[src/rtl/tcam_peds_pkg.sv]
package tcam_peds_pkg;

    // Symbol coding: 2'b00 -> zero, 2'b01 -> one, bit 1 set -> don't-care.
    typedef enum logic {
        CHK_GF2 = 1'b0,
        CHK_GF3 = 1'b1
    } chk_field_e;

    // One ternary cell compare; an uncared column always matches.
    function automatic logic sym_hit(input logic [1:0] sym, input logic care, input logic kbit);
        return !care || sym[1] || (sym[0] == kbit);
    endfunction

    // Residue add in the selected field; operands already reduced.
    function automatic logic [1:0] acc_add(input logic [1:0] a, input logic [1:0] v,
                                           input chk_field_e f);
        logic [2:0] s;
        s = {1'b0, a} + {1'b0, v};
        if (f == CHK_GF3) begin
            if (s >= 3'd3) s = s - 3'd3;
        end else begin
            s = {2'b00, s[0]};
        end
        return s[1:0];
    endfunction

endpackage

[src/rtl/tcam_peds_array.sv]
module tcam_peds_array #(
    parameter int N = 8,
    parameter int W = 8
) (
    input  logic                 clk,
    input  logic                 rst_n,
    input  logic                 wr_en,
    input  logic [$clog2(N)-1:0] wr_idx,
    input  logic [2*W-1:0]       wr_data,
    input  logic [W-1:0]         look_key,
    input  logic [W-1:0]         look_care,
    output logic [N-1:0]         match_o
);
    import tcam_peds_pkg::*;

    typedef struct packed {
        logic [N-1:0][2*W-1:0] mem;
    } arr_s;

    arr_s s_d, s_q;

    always_comb begin
        s_d = s_q;
        if (wr_en) s_d.mem[wr_idx] = wr_data;
    end

    always_ff @(posedge clk or negedge rst_n) begin
        if (!rst_n) s_q <= '0;
        else        s_q <= s_d;
    end

    // One match line per row: AND of all per-cell compares.
    logic [N-1:0][W-1:0] cell_ok;

    for (genvar e = 0; e < N; e++) begin : g_row
        for (genvar p = 0; p < W; p++) begin : g_col
            assign cell_ok[e][p] = sym_hit(s_q.mem[e][2*p +: 2], look_care[p], look_key[p]);
        end
        assign match_o[e] = &cell_ok[e];
    end

endmodule

[src/rtl/tcam_peds_prio.sv]
module tcam_peds_prio #(
    parameter int N = 8
) (
    input  logic [N-1:0]         match_i,
    output logic                 hit_o,
    output logic [$clog2(N)-1:0] idx_o
);
    localparam int IW = $clog2(N);

    always_comb begin
        hit_o = 1'b0;
        idx_o = '0;
        for (int i = N - 1; i >= 0; i--) begin
            if (match_i[i]) begin
                hit_o = 1'b1;
                idx_o = IW'(i);
            end
        end
    end

    logic [N-1:0] below_mask;
    assign below_mask = (N'(1) << idx_o) - N'(1);

    // a reported index is a matching row and no lower row matches.
    always_comb begin
        if (hit_o) begin
            a_r2_lowest_hit: assert (match_i[idx_o] && ((match_i & below_mask) == '0));
        end
    end

endmodule

[src/rtl/tcam_peds_seq.sv]
module tcam_peds_seq #(
    parameter int W = 8,
    parameter int C = 2
) (
    input  logic                        clk,
    input  logic                        rst_n,
    input  logic                        start_i,
    input  logic                        gf3_i,
    input  logic                        stall_i,
    output logic                        busy_o,
    output logic                        done_o,
    output logic                        clear_o,
    output tcam_peds_pkg::chk_field_e   field_o,
    output logic                        look_o,
    output logic                        phase_a_o,
    output logic                        clause_end_o,
    output logic [$clog2(W)-1:0]        col_o
);
    import tcam_peds_pkg::*;

    localparam int PW  = $clog2(W);
    localparam int CPS = W / C;
    localparam int CW  = (C > 1) ? $clog2(C) : 1;
    localparam int SW  = (CPS > 1) ? $clog2(CPS) : 1;

    typedef struct packed {
        logic       busy;
        logic       done;
        chk_field_e field;
        logic [CW-1:0] clause;
        logic [SW-1:0] step;
        logic       phase_a;
    } seq_s;

    seq_s s_d, s_q;
    logic look, last_step, last_clause;

    assign look        = s_q.busy && !stall_i;
    assign last_step   = (int'(s_q.step) == CPS - 1);
    assign last_clause = (int'(s_q.clause) == C - 1);

    always_comb begin
        s_d      = s_q;
        s_d.done = 1'b0;
        if (!s_q.busy) begin
            if (start_i) begin
                s_d.busy    = 1'b1;
                s_d.field   = gf3_i ? CHK_GF3 : CHK_GF2;
                s_d.clause  = '0;
                s_d.step    = '0;
                s_d.phase_a = 1'b0;
            end
        end else if (look) begin
            if (!s_q.phase_a) begin
                s_d.phase_a = 1'b1;
            end else begin
                s_d.phase_a = 1'b0;
                if (last_step) begin
                    s_d.step = '0;
                    if (last_clause) begin
                        s_d.busy   = 1'b0;
                        s_d.done   = 1'b1;
                        s_d.clause = '0;
                    end else begin
                        s_d.clause = s_q.clause + 1'b1;
                    end
                end else begin
                    s_d.step = s_q.step + 1'b1;
                end
            end
        end
    end

    always_ff @(posedge clk or negedge rst_n) begin
        if (!rst_n) s_q <= '0;
        else        s_q <= s_d;
    end

    assign busy_o       = s_q.busy;
    assign done_o       = s_q.done;
    assign clear_o      = start_i && !s_q.busy;
    assign field_o      = s_q.field;
    assign look_o       = look;
    assign phase_a_o    = s_q.phase_a;
    assign clause_end_o = look && s_q.phase_a && last_step;
    assign col_o        = PW'(int'(s_q.clause) + int'(s_q.step) * C);

    a_r8_stall_holds: assert property (@(posedge clk) disable iff (!rst_n)
        (s_q.busy && stall_i) |=> (s_q.busy && $stable(s_q.clause) &&
                                    $stable(s_q.step) && $stable(s_q.phase_a)));

    a_r4_done_single: assert property (@(posedge clk) disable iff (!rst_n)
        s_q.done |=> !s_q.done);

    a_r4_done_ends_busy: assert property (@(posedge clk) disable iff (!rst_n)
        s_q.done |-> (!s_q.busy && $past(s_q.busy)));

    a_r9_field_locked: assert property (@(posedge clk) disable iff (!rst_n)
        s_q.busy |=> $stable(s_q.field));

endmodule

[src/rtl/tcam_peds_acc.sv]
module tcam_peds_acc #(
    parameter int N = 8
) (
    input  logic                      clk,
    input  logic                      rst_n,
    input  logic                      clear_i,
    input  logic                      look_i,
    input  logic                      phase_a_i,
    input  logic                      clause_end_i,
    input  tcam_peds_pkg::chk_field_e field_i,
    input  logic [N-1:0]              match_i,
    output logic [N-1:0]              flags_o
);
    import tcam_peds_pkg::*;

    typedef struct packed {
        logic [N-1:0][1:0] acc;
        logic [N-1:0]      zero_hit;
        logic [N-1:0]      flag;
    } acc_s;

    acc_s s_d, s_q;

    always_comb begin
        logic [1:0] v;
        logic [1:0] nsum;
        s_d = s_q;
        for (int e = 0; e < N; e++) begin
            v    = 2'd0;
            nsum = 2'd0;
            if (clear_i) begin
                s_d.acc[e]      = 2'd0;
                s_d.zero_hit[e] = 1'b0;
                s_d.flag[e]     = 1'b0;
            end else if (look_i) begin
                if (!phase_a_i) begin
                    s_d.zero_hit[e] = match_i[e];
                end else begin
                    // one-only -> 1, both -> 2 (don't-care), zero-only -> 0
                    v    = match_i[e] ? (s_q.zero_hit[e] ? 2'd2 : 2'd1) : 2'd0;
                    nsum = acc_add(s_q.acc[e], v, field_i);
                    if (clause_end_i) begin
                        s_d.flag[e] = s_q.flag[e] | (nsum != 2'd0);
                        s_d.acc[e]  = 2'd0;
                    end else begin
                        s_d.acc[e]  = nsum;
                    end
                end
            end
        end
    end

    always_ff @(posedge clk or negedge rst_n) begin
        if (!rst_n) s_q <= '0;
        else        s_q <= s_d;
    end

    assign flags_o = s_q.flag;

    for (genvar e = 0; e < N; e++) begin : g_chk
        a_r7_acc_reduced: assert property (@(posedge clk) disable iff (!rst_n)
            s_q.acc[e] != 2'd3);
        a_r6_gf2_one_bit: assert property (@(posedge clk) disable iff (!rst_n)
            (field_i == CHK_GF2) |-> (s_q.acc[e][1] == 1'b0));
    end

    a_r9_flags_sticky: assert property (@(posedge clk) disable iff (!rst_n)
        !clear_i |=> ((s_q.flag & $past(s_q.flag)) == $past(s_q.flag)));

endmodule

[src/rtl/tcam_peds_top.sv]
module tcam_peds_top #(
    parameter int ENTRIES = 8,
    parameter int ENT_W   = 8,
    parameter int CLAUSES = 2
) (
    input  logic                       clk,
    input  logic                       rst_n,
    input  logic                       wr_en,
    input  logic [$clog2(ENTRIES)-1:0] wr_idx,
    input  logic [2*ENT_W-1:0]         wr_data,
    input  logic                       srch_req,
    input  logic [ENT_W-1:0]           srch_key,
    output logic                       res_valid,
    output logic                       res_hit,
    output logic [$clog2(ENTRIES)-1:0] res_idx,
    input  logic                       chk_start,
    input  logic                       chk_gf3,
    output logic                       chk_busy,
    output logic                       chk_done,
    output logic [ENTRIES-1:0]         err_flags
);
    import tcam_peds_pkg::*;

    localparam int IW = $clog2(ENTRIES);
    localparam int PW = $clog2(ENT_W);

    typedef struct packed {
        logic          valid;
        logic          hit;
        logic [IW-1:0] idx;
    } res_s;

    res_s r_d, r_q;

    logic [ENTRIES-1:0] match;
    logic [ENT_W-1:0]   look_key, look_care;
    logic               enc_hit;
    logic [IW-1:0]      enc_idx;
    logic               seq_look, seq_phase_a, seq_clause_end, seq_clear;
    chk_field_e         seq_field;
    logic [PW-1:0]      seq_col;

    tcam_peds_seq #(.W(ENT_W), .C(CLAUSES)) u_seq (
        .clk(clk), .rst_n(rst_n), .start_i(chk_start), .gf3_i(chk_gf3),
        .stall_i(srch_req), .busy_o(chk_busy), .done_o(chk_done),
        .clear_o(seq_clear), .field_o(seq_field), .look_o(seq_look),
        .phase_a_o(seq_phase_a), .clause_end_o(seq_clause_end), .col_o(seq_col)
    );

    // Search owns the match lines; otherwise one column is probed.
    always_comb begin
        if (srch_req) begin
            look_key  = srch_key;
            look_care = '1;
        end else begin
            look_key  = seq_phase_a ? '1 : '0;
            look_care = ENT_W'(1) << seq_col;
        end
    end

    tcam_peds_array #(.N(ENTRIES), .W(ENT_W)) u_array (
        .clk(clk), .rst_n(rst_n), .wr_en(wr_en), .wr_idx(wr_idx),
        .wr_data(wr_data), .look_key(look_key), .look_care(look_care),
        .match_o(match)
    );

    tcam_peds_prio #(.N(ENTRIES)) u_prio (
        .match_i(match), .hit_o(enc_hit), .idx_o(enc_idx)
    );

    tcam_peds_acc #(.N(ENTRIES)) u_acc (
        .clk(clk), .rst_n(rst_n), .clear_i(seq_clear), .look_i(seq_look),
        .phase_a_i(seq_phase_a), .clause_end_i(seq_clause_end),
        .field_i(seq_field), .match_i(match), .flags_o(err_flags)
    );

    always_comb begin
        r_d       = r_q;
        r_d.valid = srch_req;
        if (srch_req) begin
            r_d.hit = enc_hit;
            r_d.idx = enc_idx;
        end
    end

    always_ff @(posedge clk or negedge rst_n) begin
        if (!rst_n) r_q <= '0;
        else        r_q <= r_d;
    end

    assign res_valid = r_q.valid;
    assign res_hit   = r_q.hit;
    assign res_idx   = r_q.idx;

    a_r2_valid_follows: assert property (@(posedge clk) disable iff (!rst_n)
        srch_req |=> res_valid);

    a_r2_no_stray_valid: assert property (@(posedge clk) disable iff (!rst_n)
        !srch_req |=> !res_valid);

    a_r8_search_first: assert property (@(posedge clk) disable iff (!rst_n)
        srch_req |-> !seq_look);

endmodule

[config.mk]
export PLATFORM = sky130hd
export DESIGN_NAME = tcam_peds_top
export DESIGN_NICKNAME = d
export VERILOG_FILES = /design/src/rtl/tcam_peds_pkg.sv /design/src/rtl/tcam_peds_array.sv /design/src/rtl/tcam_peds_prio.sv /design/src/rtl/tcam_peds_seq.sv /design/src/rtl/tcam_peds_acc.sv /design/src/rtl/tcam_peds_top.sv
export SDC_FILE = /design/constraint.sdc
export NUM_CORES = 1
export LEC_CHECK = 0
export ABC_AREA = 1
export ABC_CLOCK_PERIOD_IN_PS = 5100
export BUFFER_PORTS_ARGS = -buffer_cell sky130_fd_sc_hd__buf_2
export CAP_MARGIN = 5
export CORE_MARGIN = 10
export CORE_UTILIZATION = 45
export DETAILED_ROUTE_END_ITERATION = 8
export GPL_ROUTABILITY_DRIVEN = 0
export PLACE_DENSITY = 0.73
export RECOVER_POWER = 100
export SYNTH_ARGS = -nofsm -noshare
export SYNTH_HDL_FRONTEND = slang
export SYNTH_SLANG_ARGS = --single-unit
[constraint.sdc]
create_clock -name clk -period 5.1 [get_ports clk]
set_input_delay 0.255 -clock clk [delete_from_list [all_inputs] [get_ports clk]]
set_output_delay 0.255 -clock clk [all_outputs]
set_load 0.02 [all_outputs]
==> Word level (Yosys, flattened, before mapping) <==
Index checks and enable logic that the tools add are counted.
{ "totals": {"in_bits": 33, "out_inout_bits": 15, "elab_cells": 487, "regBits": 172, "mem_count": 0, "mem_bits_ro": 0, "ramBits": 0, "latch_bits": 0} }
{ "classes": {"n_shift": 1, "n_addsub": 19, "multipliers": 0, "n_bitwise": 9, "n_reduce_logical": 170, "n_eq_ne": 69, "div": 0, "magnitude_cmp": 10, "n_mux": 182} }
{ "ops": {"columns": ["operator", "count"], "rows": [
  ["2-bit two-way mux", 93],
  ["128-bit bitwise mux", 1],
  ["1-bit logical OR", 128],
  ["1-bit two-way mux", 71],
  ["1-bit == test", 64],
  ["8-bit AND reduction", 8],
  ["16-bit demux with 3-bit select", 1],
  ["3-bit two-way mux", 9],
  ["2-bit by 2-bit adder with 3-bit output", 8],
  ["3-bit by 2-bit greater-or-equal comparator with 1-bit output (second input constant)", 8],
  ["8-bit two-way mux", 3],
  ["2-bit nonzero test", 12],
  ["16-bit two-way mux", 1],
  ["2-bit subtractor (second input constant)", 8],
  ["4-bit two-way mux", 3],
  ["1-bit zero test", 10],
  ["2-bit != test (second input constant)", 4],
  ["1-bit bitwise OR", 8],
  ["2-bit AND reduction", 4],
  ["1-bit by 3-bit << shifter with 8-bit output (first input constant)", 1],
  ["3-bit AND reduction", 2],
  ["1-bit logical AND", 5],
  ["3-bit by 4-bit < comparator with 1-bit output (second input constant)", 1],
  ["4-bit AND reduction", 1],
  ["6 further kinds", 6]
]} }

==> Depth between registers and ports, before layout <==
{ "logic_depth": {"depth_word": 21, "depth_mapped": 24, "mapped_depth_nobuf": 24} }

==> Modules after synthesis <==
Synthesis repeated with hierarchy kept, for this count alone.
{ "hier_totals": {"hier_cells": 1339, "hier_area_um2": 9567.9} }
{ "modules_own_cells": {"columns": ["mod", "n_inst", "cells_each", "area_each_um2", "seq_area_each_um2"], "rows": [
  ["tcam_peds_array", 1, 873, 6352.3, 3203.1],
  ["tcam_peds_acc", 1, 342, 2413.6, 800.8],
  ["tcam_peds_seq", 1, 46, 365.4, 175.2],
  ["tcam_peds_top", 1, 56, 337.8, 125.1],
  ["tcam_peds_prio", 1, 22, 98.8, 0.0]
]} }

==> Worst setup path before layout <==
No wires, ideal clock.
{ "synth_timing": {"path_type": "register -> register", "startpoint": "reg u_seq.s_q (netlist bit u_seq.phase_a_o)", "endpoint": "reg u_acc.s_q (netlist bit u_acc.flags_o[3])", "n_path_buf": 1, "arrival_ns": 2.998, "t_required_ns": 4.968, "setup_time_ns": 0.132, "period_less_slack_ns": 3.130, "path_slack_ns": 1.970, "stages_incl_launch_ff": 22, "cell_sequence": "dfrtp_1 nand2_8 nand2_2 buf_4 or2_0 nand3_1 nand2_1 nor2_1 nand2_1 nor2_1 ha_1 inv_1 fa_1 inv_1 ha_1 nor2_1 nand2_1 o21ai_0 or2_2 nand2_1 a21oi_1 nor2_1"} }
{ "synth_via": {"elab_chain_len": 19, "elab_cells_between_ends": 39} }
{ "synth_rtl": {"columns": ["item", "line", "rtl"], "rows": [
  ["from (decl)", "tcam_peds_seq.sv:35", "seq_s s_d, s_q;"],
  ["from (signal assigned)", "tcam_peds_seq.sv:75", "if (!rst_n) s_q <= '0;"],
  ["from (signal assigned)", "tcam_peds_seq.sv:76", "else s_q <= s_d;"],
  ["8-bit two-way mux", "tcam_peds_top.sv:56", "look_key = seq_phase_a ? '1 : '0;"],
  ["8-bit two-way mux", "tcam_peds_top.sv:52", "if (srch_req) begin"],
  ["1-bit == test", "tcam_peds_pkg.sv:11", "return !care || sym[1] || (sym[0] == kbit);"],
  ["1-bit logical OR", "tcam_peds_pkg.sv:11", null],
  ["8-bit AND reduction", "tcam_peds_array.sv:39", "assign match_o[e] = &cell_ok[e];"],
  ["2-bit two-way mux", "tcam_peds_acc.sv:40", "v = match_i[e] ? (s_q.zero_hit[e] ? 2'd2 : 2'd1) : 2'd0;"],
  ["2-bit by 2-bit adder with 3-bit output", "tcam_peds_pkg.sv:18", "s = {1'b0, a} + {1'b0, v};"],
  ["3-bit by 2-bit greater-or-equal comparator with 1-bit output / 2-bit subtractor (equally long branches)", "tcam_peds_pkg.sv:20", "if (s >= 3'd3) s = s - 3'd3;"],
  ["[3 not listed]", null, null],
  ["2-bit two-way mux", "tcam_peds_acc.sv:35", "end else if (look_i) begin"],
  ["2-bit two-way mux", "tcam_peds_acc.sv:31", "if (clear_i) begin"],
  ["2-bit nonzero test", "tcam_peds_acc.sv:43", "s_d.flag[e] = s_q.flag[e] | (nsum != 2'd0);"],
  ["1-bit bitwise OR", "tcam_peds_acc.sv:43", null],
  ["1-bit two-way mux", "tcam_peds_acc.sv:42", "if (clause_end_i) begin"],
  ["1-bit two-way mux", "tcam_peds_acc.sv:36", "if (!phase_a_i) begin"],
  ["1-bit two-way mux", "tcam_peds_acc.sv:35", null],
  ["1-bit two-way mux", "tcam_peds_acc.sv:31", null],
  ["to (signal assigned)", "tcam_peds_acc.sv:54", "if (!rst_n) s_q <= '0;"],
  ["to (signal assigned)", "tcam_peds_acc.sv:55", "else s_q <= s_d;"],
  ["to (decl)", "tcam_peds_acc.sv:22", "acc_s s_d, s_q;"]
]} }
Several ways; a longest one is shown, not always the timed one. The select of a mux whose other input is x is not followed.
A chain may end at the register's enable or synchronous reset.

==> Worst setup path in the final report <==
{ "layout_timing": {"startpoint": "in srch_req", "endpoint": "reg u_acc.s_q (netlist bit u_acc.flags_o[1])"} }
{ "layout_via": {"elab_chain_len": 19, "elab_cells_between_ends": 57} }
{ "layout_rtl": {"columns": ["item", "line", "rtl"], "rows": [
  ["from (decl)", "tcam_peds_top.sv:11", "input logic srch_req,"],
  ["8-bit two-way mux", "tcam_peds_top.sv:52", null],
  ["1-bit zero test", "tcam_peds_pkg.sv:11", null],
  ["1-bit logical OR (2 in series)", "tcam_peds_pkg.sv:11", null],
  ["8-bit AND reduction", "tcam_peds_array.sv:39", null],
  ["2-bit two-way mux", "tcam_peds_acc.sv:40", null],
  ["2-bit by 2-bit adder with 3-bit output", "tcam_peds_pkg.sv:18", null],
  ["3-bit by 2-bit greater-or-equal comparator with 1-bit output / 2-bit subtractor (equally long branches)", "tcam_peds_pkg.sv:20", null],
  ["2-bit two-way mux", "tcam_peds_pkg.sv:20", null],
  ["[2 not listed]", null, null],
  ["2-bit two-way mux", "tcam_peds_acc.sv:35", null],
  ["2-bit two-way mux", "tcam_peds_acc.sv:31", null],
  ["2-bit nonzero test", "tcam_peds_acc.sv:43", null],
  ["1-bit bitwise OR", "tcam_peds_acc.sv:43", null],
  ["1-bit two-way mux", "tcam_peds_acc.sv:42", null],
  ["1-bit two-way mux", "tcam_peds_acc.sv:36", null],
  ["1-bit two-way mux", "tcam_peds_acc.sv:35", null],
  ["1-bit two-way mux", "tcam_peds_acc.sv:31", null]
]} }
Several ways; a longest one is shown, not always the timed one. The select of a mux whose other input is x is not followed.

==> impl_metrics.py <==
metrics = {
    "floorplan": {
        "io_pins": 48,
        "rows": 51,
        "dieArea_mm2": 0.0260,
        "die_y_um": 161,
        "die_w_um": 161,
        "start_util_pct": 46.0,
        "core_mm2": 0.0195,
    },
    "synth": {
        "postSynthCellCount": 1165,
        "ys.flop_type": "dfrtp_1",
        "synthMostInstantiatedCell": "nand2_1",
        "synth-seq-cells": 172,
        "syn_nets": 1223,
        "syn_area_mm2": 0.00899,
        "synth_top_area_share_pct": 47.9,
        "yosys.area.top_type": "dfrtp_1",
        "yosysSeqAreaShare_pct": 47.9,
        "synth_common_cells": "nand2_1, dfrtp_1, o21ai_0, inv_1, nor2_1",
        "synth_cell_type_count": 30,
        "synth.area.top_cells": "dfrtp_1, nand2_1, o21ai_0",
        "synth-async-reset-ratio_pct": 100,
        "synth_edf_count": 0,
        "yosys_warnings": 0,
        "syn_area_per_cell_um2": 7.72,
    },
    "min_path": {
        "hold_class": "primary input to register",
        "min-delay-start": "wr_data[7]",
        "hold_path_end": "u_array.s_q[119]",
        "hold_depth": 3,
    },
    "drt": {
        "detail_route.iter0.violations": 548,
        "drc": 0,
        "vias": 7514,
        "final_antenna_net_count": 0,
        "viasPerCell": 5.12,
        "wl_um": 23700,
        "post_drt_wl_per_cell_um": 16.2,
        "drt_pass1_iterations": 5,
    },
    "global_route": {
        "track_usage_pct": 18.8,
        "grt_pass1_vias": 7521,
        "grt_overflow": 0,
        "grt_pass1_wl_um": 39100,
        "antenna_found_initial": 1,
        "grt_max_degree": 61,
    },
    "worst_setup_path": {
        "cp_cell_sequence": "clkbuf_1 > inv_2 > nand2_8 > nand2_1 > or2_0 > nand3_1 > nand2_1 > nor2_1 > nand2_1 > nor2_1 > ha_1 > inv_1 > fa_1 > inv_1 > ha_1 > nor2_1 > nand2_1 > o21ai_0 > or2_2 > nand2_1 > a21oi_1 > nor2_1",
        "r2r-start": "u_seq.phase_a_o",
        "cp-start-kind": "primary input",
        "cp_max_fo": 28,
        "critPathArrivalTime_ns": 4.57,
        "crit_buf_inv": 4,
        "cpPeakStageDelay_ns": 0.67,
        "required_ns": 5.42,
        "end_kind": "register",
        "r2r-end": "u_acc.flags_o[1]",
        "reg2reg_depth": 20,
        "worst-setup-path-type": "primary input to register",
        "crit_top_cell": "nand2_1",
        "r2r_slack_ns": 1.29,
        "crit_family": "simple AND/OR/NAND/NOR gates",
        "crit_slowest_cell": "clkbuf_1",
    },
    "sta": {
        "slew_headroom_pct": -115,
        "slew_violations": 91,
        "hold_viol_final": 0,
        "fin_crit_sh_pct": 83.3,
        "setup_tns_ns": 0,
        "rsz0062_at_grt": "false",
        "tightestPinTransition_ns": 3.22,
        "layout_min_cycle_time_ns": 4.25,
        "setup_viol": 0,
        "fmax_mhz": 235,
        "skew_ns": 0.0144,
    },
    "power": {
        "ir_drop_uv": 286,
        "powerDensity_mw_per_mm2": 500,
        "leakage_nw": 5.12,
    },
    "place": {
        "placement.io_buffers": 47,
        "placedCellCount": 1436,
        "postPlaceCellArea_mm2": 0.00938,
        "hpwl_um": 17000,
    },
    "finish": {
        "area_growth_pct": 9.97,
        "nets": 1249,
        "design_area_mm2": 0.00988,
        "drive_above_1_share_pct": 6.90,
        "final_cells": 1468,
        "antenna_cells": 0,
    },
    "clock_network": {
        "clock_latency_ns": 0.44,
        "h-tree-depth": 4,
        "cts_tree": "yes",
        "clk_pin_slew_ns": 0.07,
        "cts_root_buf": "clkbuf_16",
        "clock_sinks": 172,
        "cts_buffers": 17,
        "clockBufferDepth": 2,
    },
    "run_status": {
        "status": "finished, violations left",
        "violations": "capacitance limit, slew limit",
    },
    "flow_run": {
        "max_cap_viol_count": 2,
    },
}
==> placed cells by master, fill, tap and decap left out, drive strengths merged <==
| cell type | synthesis | routed |
|---|---|---|
| nand2 | 351 | 351 |
| dfrtp | 172 | 172 |
| o21ai | 156 | 156 |
| inv | 129 | 130 |
| nor2 | 102 | 102 |
| nand3 | 70 | 70 |
| a21oi | 43 | 43 |
| clkbuf | 29 | 42 |
| buf | 19 | 32 |
| xor2 | 20 | 20 |
| or2 | 18 | 18 |
| ha | 17 | 17 |
| clkinv | 2 | 11 |
| nand4 | 9 | 9 |
| nor3 | 8 | 8 |
| fa | 8 | 8 |
| o22ai | 7 | 7 |
| nand3b | 4 | 4 |
| o211ai | 1 | 1 |
| bufinv | 0 | 1 |
| dlygate4sd3 | 0 | 1 |
==> layout make-up <==
| cell class | count | area [um^2] |
|---|---|---|
| Fill cell | 1894 | 9640 |
| Sequential cell | 172 | 4300 |
| Multi-Input combinational cell | 814 | 3940 |
| Inverter | 131 | 492 |
| Clock buffer | 20 | 457 |
| Tap cell | 265 | 332 |
| Timing Repair Buffer | 55 | 263 |
| Clock inverter | 11 | 95.1 |
==> kinds of logic after synthesis <==
family,share of synthesized area (%)
adders and majority gates,4.15
AOI/OAI and AO/OA,11.7
and+or+nand+nor,26.2
buffers and inverters,8.17
xor gates and xnor gates,1.95
DFF,47.9
==> timing repair <==
action,in CTS,in global routing
buffers inserted,0,0
resized for setup,0,0
endpoints found under the hold margin,55,0
hold buffers,1,0
==> worst register-to-register path, delay by kind of cell, from the launching register on <==
kind                       cells  cell delay, ns
adders and majority gates      3            0.84
buffers and inverters          2            0.12
AOI/OAI and AO/OA              2            0.35
DFF                            1            0.47
and+or+nand+nor               13            1.93
==> per-layer routing <==
metal	vias to the layer above	track usage, %	share of wire, %
li1	3743	-	-
met5	-	0	0.055
met1	3537	24.2	45
met2	199	30.2	47
met4	2	6.04	1.5
met3	33	5.16	6.6
==> power by group <==
part | internal (mW) | switching (mW) | total, mW
sequential | 1.70 | 0.244 | 1.94
clock | 0.693 | 0.542 | 1.24
combinational | 0.593 | 1.18 | 1.77
total | 2.98 | 1.96 | 4.95
==> flip-flops by register name, indices dropped and copies added (netlist names), 2 cells and up <==
| signal | cells |
|---|---|
| u_array.s_q | 128 |
| u_acc.s_q | 24 |
| u_acc.flags_o | 8 |
| res_idx | 3 |
| u_seq.s_q | 2 |
==> stage by stage <==
stage               utilization, %  worst slack, ns  hold WS [ns]  total power, mW
floorplan                        -             1.97       -0.0406             3.25
global placement              48.0             1.11         0.250             3.67
detailed placement            48.0            0.997         0.256             3.73
CTS                           50.9             1.34        0.0245             4.97
global route                  50.6            0.538        0.0258             5.34
finish                        50.6            0.850        0.0338             4.95
==> worst max-delay path by stage <==
stage | from | endpoint | slack, ns | cells past startpoint
3_5_place_dp | srch_req | u_acc.flags_o[2] | 1.0 | 22
4_1_cts | u_seq.phase_a_o | u_acc.flags_o[2] | 1.34 | 20
2_1_floorplan | u_seq.phase_a_o | u_acc.flags_o[3] | 1.97 | 21
5_1_grt | srch_req | u_acc.flags_o[4] | 0.54 | 22
6_report | srch_req | u_acc.flags_o[1] | 0.85 | 22
3_3_place_gp | srch_req | u_acc.flags_o[3] | 1.11 | 22
Note: power is estimated with default switching activity, not from simulation.
